==> src/rtl/exc_pkg.sv <==
// Package: shared constants and kind encodings for exception entry.
// Assumes a 32-bit address space and 8 interrupt lines.
package exc_pkg;
    localparam int XLEN        = 32;
    localparam int CODE_W      = 5;
    localparam int N_IRQ       = 8;
    localparam int ASID_W      = 8;
    localparam int VPN2_LSB    = 13;
    localparam int EBASE_LSB   = 10;
    localparam int CTX_VPN_LSB = 4;
    localparam int CTX_KEEP_LSB = CTX_VPN_LSB + (XLEN - VPN2_LSB);

    localparam logic [XLEN-1:0] BOOT_BASE  = 32'hBFC0_0200;
    localparam logic [XLEN-1:0] NMI_VECTOR = 32'hBFC0_0000;
    localparam logic [XLEN-1:0] OFF_GEN    = 32'h0000_0180;
    localparam logic [XLEN-1:0] OFF_REFILL = 32'h0000_0000;
    localparam logic [XLEN-1:0] OFF_INT    = 32'h0000_0200;

    typedef enum logic [3:0] {
        EK_INT  = 4'd0,  EK_XLAT = 4'd1,  EK_IBUS = 4'd2, EK_DBUS = 4'd3,
        EK_SYSC = 4'd4,  EK_BRK  = 4'd5,  EK_RSVD = 4'd6, EK_COPU = 4'd7,
        EK_OVF  = 4'd8,  EK_TRAP = 4'd9,  EK_NMI  = 4'd10
    } exc_kind_e;

    typedef enum logic [1:0] {
        AK_LOAD = 2'd0, AK_STORE = 2'd1, AK_FETCH = 2'd2
    } acc_kind_e;

    typedef enum logic [2:0] {
        XF_BADADDR = 3'd0, XF_NOMATCH = 3'd1, XF_INVALID = 3'd2,
        XF_DIRTY   = 3'd3, XF_RDINH   = 3'd4, XF_EXINH   = 3'd5
    } xlat_fault_e;
endpackage

==> src/rtl/exc_code_map.sv <==
// Module: exc_code_map
// Maps the exception kind (and for translation faults the fault class and
// access kind) to a 5-bit exception code. Flags TLB refill cases and
// whether the cause field is written (all kinds but NMI).
// Assumes undefined fault classes behave as a bad address.
module exc_code_map
    import exc_pkg::*;
(
    input  exc_kind_e               kind,
    input  acc_kind_e               acc,
    input  xlat_fault_e             fault,
    input  logic                    sep_en,
    output logic [CODE_W-1:0]       code,
    output logic                    cause_we,
    output logic                    refill
);
    logic is_store;
    assign is_store = (acc == AK_STORE);

    // Code selection per kind and fault class.
    always_comb begin
        code = '0;
        unique case (kind)
            EK_INT:  code = CODE_W'(0);
            EK_XLAT: begin
                case (fault)
                    XF_NOMATCH, XF_INVALID: code = is_store ? CODE_W'(3) : CODE_W'(2);
                    XF_DIRTY:               code = CODE_W'(1);
                    XF_RDINH:               code = sep_en ? CODE_W'(19) : CODE_W'(2);
                    XF_EXINH:               code = sep_en ? CODE_W'(20) : CODE_W'(2);
                    default:                code = is_store ? CODE_W'(5) : CODE_W'(4);
                endcase
            end
            EK_IBUS: code = CODE_W'(6);
            EK_DBUS: code = CODE_W'(7);
            EK_SYSC: code = CODE_W'(8);
            EK_BRK:  code = CODE_W'(9);
            EK_RSVD: code = CODE_W'(10);
            EK_COPU: code = CODE_W'(11);
            EK_OVF:  code = CODE_W'(12);
            EK_TRAP: code = CODE_W'(13);
            default: code = '0;
        endcase
    end

    // NMI leaves the cause field alone; refill marks a no-match translation.
    assign cause_we = (kind != EK_NMI);
    assign refill   = (kind == EK_XLAT) && (fault == XF_NOMATCH);
endmodule

==> src/rtl/exc_vector_gen.sv <==
// Module: exc_vector_gen
// Produces the handler PC: base (boot or exception base) plus an offset
// chosen by kind, refill/EXL and the interrupt vectoring controls. The
// highest-numbered enabled pending line wins. NMI has a fixed vector.
module exc_vector_gen
    import exc_pkg::*;
#(
    parameter int LINES = N_IRQ
) (
    input  exc_kind_e               kind,
    input  logic                    refill,
    input  logic                    exl,
    input  logic                    bev,
    input  logic                    vec_en,
    input  logic [4:0]              spacing,
    input  logic [LINES-1:0]        pending,
    input  logic [LINES-1:0]        mask,
    input  logic [XLEN-1:0]         ebase,
    output logic [XLEN-1:0]         handler_pc
);
    localparam int IDX_W = (LINES > 1) ? $clog2(LINES) : 1;
    localparam logic [XLEN-1:0] EBASE_MASK = ~((XLEN'(1) << EBASE_LSB) - XLEN'(1));

    logic [LINES-1:0] active;
    logic [IDX_W-1:0] top_idx;
    logic [XLEN-1:0]  step, offset, base;

    assign active = pending & mask;

    // Priority encoder: later (higher) lines override earlier ones.
    always_comb begin
        top_idx = '0;
        for (int i = 0; i < LINES; i++) begin
            if (active[i]) top_idx = IDX_W'(i);
        end
    end

    assign step = XLEN'({spacing, 5'b00000});

    // Offset selection by exception kind and controls.
    always_comb begin
        if (kind == EK_INT) begin
            if (!vec_en || bev || (spacing == 5'd0))
                offset = OFF_INT;
            else
                offset = OFF_INT + XLEN'(top_idx) * step;
        end else if (refill && !exl) begin
            offset = OFF_REFILL;
        end else begin
            offset = OFF_GEN;
        end
    end

    assign base       = bev ? BOOT_BASE : (ebase & EBASE_MASK);
    assign handler_pc = (kind == EK_NMI) ? NMI_VECTOR : (base + offset);
endmodule

==> src/rtl/exc_capture.sv <==
// Module: exc_capture
// Computes the return PC with delay-slot correction and the new context
// and entry-hi values derived from a faulting address.
module exc_capture
    import exc_pkg::*;
(
    input  logic [XLEN-1:0]  pc,
    input  logic             compact,
    input  logic             dslot,
    input  logic             br16,
    input  logic [XLEN-1:0]  addr,
    input  logic [XLEN-1:0]  ctx_in,
    input  logic [XLEN-1:0]  ehi_in,
    output logic [XLEN-1:0]  ret_pc,
    output logic [XLEN-1:0]  ctx_out,
    output logic [XLEN-1:0]  ehi_out
);
    localparam logic [XLEN-1:0] CTX_KEEP = ~((XLEN'(1) << CTX_KEEP_LSB) - XLEN'(1));
    localparam logic [XLEN-1:0] VPN2_MSK = ~((XLEN'(1) << VPN2_LSB) - XLEN'(1));
    localparam logic [XLEN-1:0] ASID_MSK = (XLEN'(1) << ASID_W) - XLEN'(1);

    logic [XLEN-1:0] tagged_pc, back_step;

    // Return address: mode tag in bit 0, step back over the branch if in a slot.
    assign tagged_pc = pc | XLEN'(compact);
    assign back_step = !dslot ? '0 : (br16 ? XLEN'(2) : XLEN'(4));
    assign ret_pc    = tagged_pc - back_step;

    // Context and entry-hi merge of address page bits with preserved fields.
    assign ctx_out = (ctx_in & CTX_KEEP) | ((addr & VPN2_MSK) >> (VPN2_LSB - CTX_VPN_LSB));
    assign ehi_out = (ehi_in & ASID_MSK) | (addr & VPN2_MSK);
endmodule

==> src/rtl/exc_entry.sv <==
// Module: exc_entry (top)
// Registers one complete exception-entry update bundle one cycle after a
// request. Write enables are high only in the valid cycle; data fields hold
// their last value otherwise. Assumes the caller applies the bundle at once.
module exc_entry
    import exc_pkg::*;
(
    input  logic                 clk,
    input  logic                 rst_n,
    input  logic                 req_valid,
    input  logic [3:0]           req_kind,
    input  logic [1:0]           acc_kind,
    input  logic [2:0]           fault_kind,
    input  logic [31:0]          fault_addr,
    input  logic [31:0]          cur_pc,
    input  logic                 in_dslot,
    input  logic                 br16,
    input  logic                 compact_mode,
    input  logic                 stat_exl,
    input  logic                 stat_erl,
    input  logic                 stat_bev,
    input  logic                 sep_inh_en,
    input  logic                 vec_int_en,
    input  logic [31:0]          ebase,
    input  logic [4:0]           int_spacing,
    input  logic [7:0]           irq_pending,
    input  logic [7:0]           irq_mask,
    input  logic [31:0]          cur_context,
    input  logic [31:0]          cur_entryhi,
    output logic                 upd_valid,
    output logic [31:0]          new_pc,
    output logic [31:0]          ret_pc,
    output logic                 epc_we,
    output logic                 errepc_we,
    output logic                 bd_we,
    output logic                 bd_val,
    output logic                 cause_we,
    output logic [4:0]           cause_code,
    output logic                 new_exl,
    output logic                 new_erl,
    output logic                 new_bev,
    output logic                 vaddr_we,
    output logic [31:0]          badvaddr,
    output logic [31:0]          new_context,
    output logic [31:0]          new_entryhi
);
    exc_kind_e          kind;
    logic               is_nmi, is_xlat;
    logic [CODE_W-1:0]  code_c;
    logic               cause_we_c, refill_c;
    logic [XLEN-1:0]    hpc_c, rpc_c, ctx_c, ehi_c;

    assign kind    = exc_kind_e'(req_kind);
    assign is_nmi  = (kind == EK_NMI);
    assign is_xlat = (kind == EK_XLAT);

    exc_code_map u_code (
        .kind     (kind),
        .acc      (acc_kind_e'(acc_kind)),
        .fault    (xlat_fault_e'(fault_kind)),
        .sep_en   (sep_inh_en),
        .code     (code_c),
        .cause_we (cause_we_c),
        .refill   (refill_c)
    );

    exc_vector_gen #(.LINES(N_IRQ)) u_vec (
        .kind       (kind),
        .refill     (refill_c),
        .exl        (stat_exl),
        .bev        (stat_bev),
        .vec_en     (vec_int_en),
        .spacing    (int_spacing),
        .pending    (irq_pending),
        .mask       (irq_mask),
        .ebase      (ebase),
        .handler_pc (hpc_c)
    );

    exc_capture u_cap (
        .pc      (cur_pc),
        .compact (compact_mode),
        .dslot   (in_dslot),
        .br16    (br16),
        .addr    (fault_addr),
        .ctx_in  (cur_context),
        .ehi_in  (cur_entryhi),
        .ret_pc  (rpc_c),
        .ctx_out (ctx_c),
        .ehi_out (ehi_c)
    );

    // Strobes: valid and write enables, live only in the cycle after a request.
    always_ff @(posedge clk) begin
        if (!rst_n) begin
            upd_valid <= 1'b0;
            epc_we    <= 1'b0;
            errepc_we <= 1'b0;
            bd_we     <= 1'b0;
            cause_we  <= 1'b0;
            vaddr_we  <= 1'b0;
        end else begin
            upd_valid <= req_valid;
            epc_we    <= req_valid && !is_nmi && !stat_exl;
            bd_we     <= req_valid && !is_nmi && !stat_exl;
            errepc_we <= req_valid && is_nmi;
            cause_we  <= req_valid && cause_we_c;
            vaddr_we  <= req_valid && is_xlat;
        end
    end

    // Data bundle: captured on an accepted request, held otherwise.
    always_ff @(posedge clk) begin
        if (!rst_n) begin
            new_pc      <= '0;
            ret_pc      <= '0;
            bd_val      <= 1'b0;
            cause_code  <= '0;
            new_exl     <= 1'b0;
            new_erl     <= 1'b0;
            new_bev     <= 1'b0;
            badvaddr    <= '0;
            new_context <= '0;
            new_entryhi <= '0;
        end else if (req_valid) begin
            new_pc      <= hpc_c;
            ret_pc      <= rpc_c;
            bd_val      <= in_dslot;
            cause_code  <= code_c;
            new_exl     <= is_nmi ? stat_exl : 1'b1;
            new_erl     <= is_nmi ? 1'b1 : stat_erl;
            new_bev     <= is_nmi ? 1'b1 : stat_bev;
            badvaddr    <= fault_addr;
            new_context <= ctx_c;
            new_entryhi <= ehi_c;
        end
    end
endmodule

==> config.mk <==
export PLATFORM = sky130hd
export DESIGN_NAME = exc_entry
export DESIGN_NICKNAME = d
export VERILOG_FILES = /design/src/rtl/exc_pkg.sv /design/src/rtl/exc_code_map.sv /design/src/rtl/exc_vector_gen.sv /design/src/rtl/exc_capture.sv /design/src/rtl/exc_entry.sv
export SDC_FILE = /design/constraint.sdc
export NUM_CORES = 1
export LEC_CHECK = 0
export BUFFER_PORTS_ARGS = -buffer_cell sky130_fd_sc_hd__buf_2
export CORE_MARGIN = 10
export CORE_UTILIZATION = 35
export CTS_CLUSTER_SIZE = 20
export DETAILED_ROUTE_END_ITERATION = 8
export GPL_TIMING_DRIVEN = 0
export SETUP_SLACK_MARGIN = 0.15
export SLEW_MARGIN = 10
export SYNTH_ARGS = -nofsm -noshare
export SYNTH_HDL_FRONTEND = slang
export SYNTH_HIERARCHICAL = 1
export SYNTH_SLANG_ARGS = --single-unit
==> constraint.sdc <==
create_clock -name clk -period 7.8 [get_ports clk]
set_input_delay 1.56 -clock clk [delete_from_list [all_inputs] [get_ports clk]]
set_output_delay 1.56 -clock clk [all_outputs]
set_load 0.01 [all_outputs]
==> results.toml, run 1 <==
[global_route]
grt-ovfl-total = 0
antenna_found_initial = 3
grt_pass1_wl_um = 42600
grt_pass1_vias = 7551
grt_max_degree = 19
track_usage_pct = 15.8

[clocking]
cts_buffer_depth = 2
clk_transition_reported_paths_ps = 80
numClockSinks = 174
h-tree-depth = 4
cts_tree = "built"
cts_root_buf = "clkbuf_16"
cts_hold_buf = 0
post_cts_resized = 0
numCtsBuffers = 17
cts_setup_buffers = 0
clock_latency_ps = 420

[cells_and_area]
area_delta_synth_final_pct = 27.2
final.fill_count = 2578
layout_common_cells = "297 x buf_2, 176 x nor2b_1, 174 x dfxtp_1"
final_nets = 1509
final_common_cell = "buf_2"
ff_latch_area_um2 = 3480
final_layout_size_suffix_gt1_share_pct = 34.5
multiInputGateArea_um2 = 4940

[setup_path]
r2r_slack_ps = 7110
cp_cell_sequence = "buf_2 -> nand2_1 -> a32o_1 -> a22o_1 -> a22o_1 -> nand2_1 -> fa_1 -> inv_1 -> ha_1 -> inv_1 -> fa_1 -> nand2b_1 -> a21oi_1 -> xor2_1 -> nand3_1 -> mux2i_1 -> ha_1 -> nand4_1 -> o22ai_1 -> nor3b_4 -> a311oi_1 -> o21ai_0 -> mux2i_1 -> nor2b_1"
critical_path.top_delay_family = "compound AO/OA/AOI/OAI gates"
cp.arrival_ps = 6340
critPathMaxStageDelay_ps = 420
cpMaxStageDelayCell = "ha_1"
r2r_cells = 2
cp-end-kind = "flip-flop"
rr_endpoint = "new_bev"
worstSetupStartpointType = "input port"
worstSetupPathType = "in -> reg"
cp_num_buf_inv = 3
cp_max_fo = 6
r2r_start = "new_bev"
required_ps = 8160

[synth]
synth_seq_area_share_pct = 37.1
avgSynthCellArea_um2 = 9.78
synth.distinct_cells = 74
synth_top_flop_cell = "dfxtp_1"
yosysWarnings = 6
syn_area_um2 = 9390
synth-seq-cells = 174
synth_edf_count = 0
syn_inst = 960
async_flop_share_pct = 0

[pwr]
powerDensity_nw_per_um2 = 190
p_leak_nw = 5.88
ir_worst_vdd_uv = 124

[timing]
setup_viol = 0
period_share_pct = 76.6
layout_min_cycle_time_ps = 5980
fmaxAchievable_ghz = 0.167
hold_violations = 0
worst_pin_slew_ps = 933
drv_slew = 0
whs_ps = 510
skew_ps = 0
slew_headroom_pct = 37.7
finalSetupTns_ps = 0
rsz0062_at_grt = "no"

[floorplan]
dieArea_um2 = 33800
die-width_um = 184
start_util_pct = 35.8
core_um2 = 26200
die_y_um = 184
rows = 59
io_pins = 376

[routing]
num_vias = 7458
drtIter0Drc = 242
post-route-drc-count = 0
dr.pass1.iters = 5
wl_um = 27600
ant_nets = 0
routedWlPerCell_um = 16.8
viasPerCell = 4.56

[place]
gp_congestion = 0.864
port_buffers = 296
dpl.hpwl_um = 22000

[outcome]
status = "finished clean"

[worst_hold_path]
min_path_cells = 2
hold_class = "reg -> reg"
hold_path_startpoint = "new_pc[2]"
hold_end = "new_pc[2]"

[run]
drv_cap = 0
cell usage after synthesis (2+ instances only):
master | count | area share, %
nand3_1 | 13 | 0.69
and3_1 | 6 | 0.40
a311oi_1 | 2 | 0.19
o311a_1 | 2 | 0.21
dfxtp_1 | 174 | 37
a22o_1 | 2 | 0.19
o21a_1 | 2 | 0.16
o21ai_0 | 20 | 1.1
a31oi_1 | 8 | 0.53
nand4_1 | 2 | 0.13
nor4_2 | 2 | 0.27
o211ai_1 | 2 | 0.16
nor2b_1 | 176 | 12
buf_8 | 16 | 2.6
ha_1 | 15 | 2.0
nor2_1 | 38 | 1.5
fa_1 | 6 | 1.3
or2_2 | 2 | 0.13
xor2_1 | 26 | 2.4
xnor2_1 | 14 | 1.3
and2_1 | 12 | 0.80
inv_1 | 21 | 0.84
a21oi_1 | 19 | 1.0
nand2b_1 | 7 | 0.47
or4_1 | 3 | 0.24
nand2_2 | 2 | 0.13
or4_4 | 3 | 0.36
mux2i_1 | 167 | 18
a22oi_1 | 2 | 0.16
clkbuf_1 | 20 | 0.80
nor3_1 | 12 | 0.64
buf_4 | 74 | 5.9
nand2_1 | 36 | 1.4
buf_12 | 2 | 0.43
conb_1 | 2 | 0.080
nor4_1 | 5 | 0.33
or3_1 | 6 | 0.40
o41ai_1 | 2 | 0.19
o31ai_1 | 2 | 0.16
where the power goes:
group | switching (mW) | total (mW) | internal [mW]
Combinational | 0.212 | 0.414 | 0.202
Sequential | 0.0258 | 0.966 | 0.940
Clock | 0.424 | 0.885 | 0.461
Total | 0.661 | 2.26 | 1.60
worst register-to-register path: stages, from the launching register on:
cell and delay [ps]:
dfxtp_1 380, o21ai_0 90, a31oi_1 160
sequential cells by signal, summed over array words and instances (netlist names), 5 cells and up:
| name | flops |
|---|---|
| cause_code | 5 |
| new_entryhi | 32 |
| badvaddr | 32 |
| new_pc | 32 |
| new_context | 32 |
| ret_pc | 32 |
routing by layer:
| metal | vias to the layer above | global-route usage [%] | wire length [um] |
|---|---|---|---|
| met5 | - | 0 | 13 |
| met4 | 2 | 4.42 | 479 |
| met3 | 25 | 3.95 | 1530 |
| met2 | 186 | 27.4 | 13400 |
| met1 | 3428 | 18.9 | 12100 |
| li1 | 3817 | - | - |
cell type report:
cell class	count	share of cell area (%)
sequential	174	29.2
multi-input combinational	661	41.3
antenna	2	0.0419
clock buffer	17	3.56
buffer	115	7.80
inverter	22	0.691
tap	335	3.51
clock inverter	15	1.49
timing repair buffer	296	12.4
stage by stage:
step | instances | utilization, % | power [mW] | area (um2) | worst slack [ps]
2_1_floorplan | 972 | - | 1.25 | 9440 | 2060
3_3_place_gp | 1603 | 43.3 | 1.40 | 11300 | 1490
4_1_cts | 1635 | 45.6 | 2.30 | 11900 | 1850
5_1_grt | 1637 | 45.6 | 2.37 | 11900 | 1390
6_report | 1637 | 45.6 | 2.26 | 11900 | 1820
3_5_place_dp | 1603 | 43.3 | 1.41 | 11300 | 1410
logic make-up (layout without fill, tap and decap cells):
group                    count (synthesis)  count (layout)  share of synthesized area, %
AO/OA/AOI/OAI                           76              76                          5.42
XOR/XNOR                                40              40                          3.73
adder cells (fa/ha/maj)                 21              21                          3.28
buffers and inverters                  137             465                          10.8
flip-flops                             174             174                          37.1
multiplexers                           168             168                          17.9
other                                    2              16                        0.0800
AND/OR/NAND/NOR                        342             342                          21.7
worst max path at each step:
| stage | startpoint | endpoint | slack, ps | cells past startpoint |
|---|---|---|---|---|
| 2_1_floorplan | irq_pending[2] | new_pc[30] | 2060 | 23 |
| 4_1_cts | irq_pending[2] | new_pc[31] | 1850 | 24 |
| 3_3_place_gp | irq_pending[2] | new_pc[31] | 1490 | 24 |
| 3_5_place_dp | irq_pending[2] | new_pc[31] | 1410 | 24 |
| 5_1_grt | irq_pending[4] | new_pc[31] | 1390 | 23 |
| 6_report | irq_pending[2] | new_pc[27] | 1820 | 24 |
Note: power is estimated with default switching activity, not from simulation.
==> run 2: changes to the inputs <==
==> constraint.sdc (replaced) <==
create_clock -name clk -period 5.7 [get_ports clk]
set_input_delay 1.14 -clock clk [delete_from_list [all_inputs] [get_ports clk]]
set_output_delay 1.14 -clock clk [all_outputs]
set_load 0.01 [all_outputs]
==> results.toml, run 2 (synthesis gave the netlist of run 1 again) <==
[cells_and_area]
utilization_pct = 45.8
final_layout_size_suffix_gt1_share_pct = 35.0
final.fill_count = 2573
ff_latch_area_um2 = 3480
area_delta_synth_final_pct = 27.8
final_common_cell = "buf_2"
final_nets = 1513
multiInputGateArea_um2 = 4960
layout_common_cells = "297 x buf_2, 176 x nor2b_1, 174 x dfxtp_1"

[place]
place_worst_setup_slack_ps = -271
dpl.hpwl_um = 22000
gp_congestion = 0.864
port_buffers = 296

[clocking]
cts_hold_buf = 0
numClockSinks = 174
numCtsBuffers = 17
clock_latency_ps = 420
h-tree-depth = 4
cts_root_buf = "clkbuf_16"
clk_transition_reported_paths_ps = 80
cts_buffer_depth = 2
cts_tree = "built"

[timing]
setup_viol = 0
slew_headroom_pct = 38.0
layout_min_cycle_time_ps = 5310
worst_pin_slew_ps = 928
layout_setup_ws_ps = 387
fmaxAchievable_ghz = 0.188
rsz0062_at_grt = "yes"
skew_ps = 0
hold_violations = 0
period_share_pct = 93.2
finalSetupTns_ps = 0
drv_slew = 0

[floorplan]
die_y_um = 184
start_util_pct = 35.8
io_pins = 376
die-width_um = 184
dieArea_um2 = 33800
rows = 59
core_um2 = 26200

[worst_hold_path]
hold_class = "reg -> reg"
hold_path_startpoint = "new_pc[2]"

[setup_path]
cp_max_fo = 9
cp-end-kind = "flip-flop"
worstSetupStartpoint = "irq_pending[2]"
worstSetupPathType = "in -> reg"
worstSetupStartpointType = "input port"
required_ps = 6070
cp.arrival_ps = 5680
r2r_start = "new_bev"

[pwr]
powerDensity_nw_per_um2 = 259
ir_worst_vdd_uv = 171
p_leak_nw = 5.90

[routing]
wl_met2_um = 13500
drtIter0Drc = 233
viasPerCell = 4.56
ant_nets = 0
wl_um = 27600
post-route-drc-count = 0
m1WireLength_um = 12100
dr.pass1.iters = 4
routedWlPerCell_um = 16.8
wl_met3_um = 1530
num_vias = 7478
top_layer = "met5"

[run]
drv_cap = 0

[global_route]
track_usage_pct = 15.8
grt-ovfl-total = 0
grt_max_degree = 19
grt_pass1_vias = 7551
antenna_found_initial = 3
grt_pass1_wl_um = 42600

[outcome]
status = "finished clean"
## run 2: layout make-up
cell class                 instances  share of cell area (%)
clock buffer                      17                    3.55
tap                              335                    3.49
antenna                            2                  0.0417
multi-input combinational        661                    41.3
sequential                       174                    29.0
clock inverter                    15                    1.48
inverter                          22                   0.688
buffer                           115                    7.77
timing repair buffer             300                    12.6
## run 2: power breakdown
group	switching [mW]	internal, mW	leakage, nW
clock	0.580	0.631	0.289
sequential	0.0353	1.29	1.44
combinational	0.291	0.280	4.17
total	0.907	2.20	5.90
## run 2: what timing repair did
item,CTS,global route
setup buffers,0,4
setup endpoints to repair,0,9
gates resized for setup,0,8
## run 2: final timing paths
check,endpoint,slack (ps),cells past startpoint
max,new_pc[30],390,25
min reg2reg,new_pc[2],510,2
min,new_pc[2],510,2
max reg2reg,new_bev,5010,2
## run 2: critical path: stages
cell	delay [ps]
buf_2	90
nand2_1	50
a32o_1	250
a22o_1	190
a22o_1	230
nand2_1	110
fa_1	410
inv_1	70
ha_1	160
inv_1	50
fa_1	390
nand2b_1	160
a21oi_1	150
xor2_1	190
buf_4	140
xor2_1	50
and2_1	160
ha_2	370
nand3_2	100
nor2_4	190
o21ai_4	120
or4_1	520
a21oi_1	170
mux2i_1	90
nor2b_1	110
## run 2: metal layers
layer  track usage [%]  up-vias
met5                 0        -
met4              4.42        2
met3              3.95       25
met2              27.4      181
met1              18.9     3443
li1                  -     3827
## run 2: stage by stage
stage,hold WS (ps),power [mW],cell area [um2],std cells
3_3_place_gp,490,1.92,11300,1603
3_5_place_dp,498,1.92,11300,1603
6_report,510,3.10,12000,1641
4_1_cts,517,3.14,11900,1635
5_1_grt,537,3.26,12000,1641
2_1_floorplan,538,1.70,9440,972
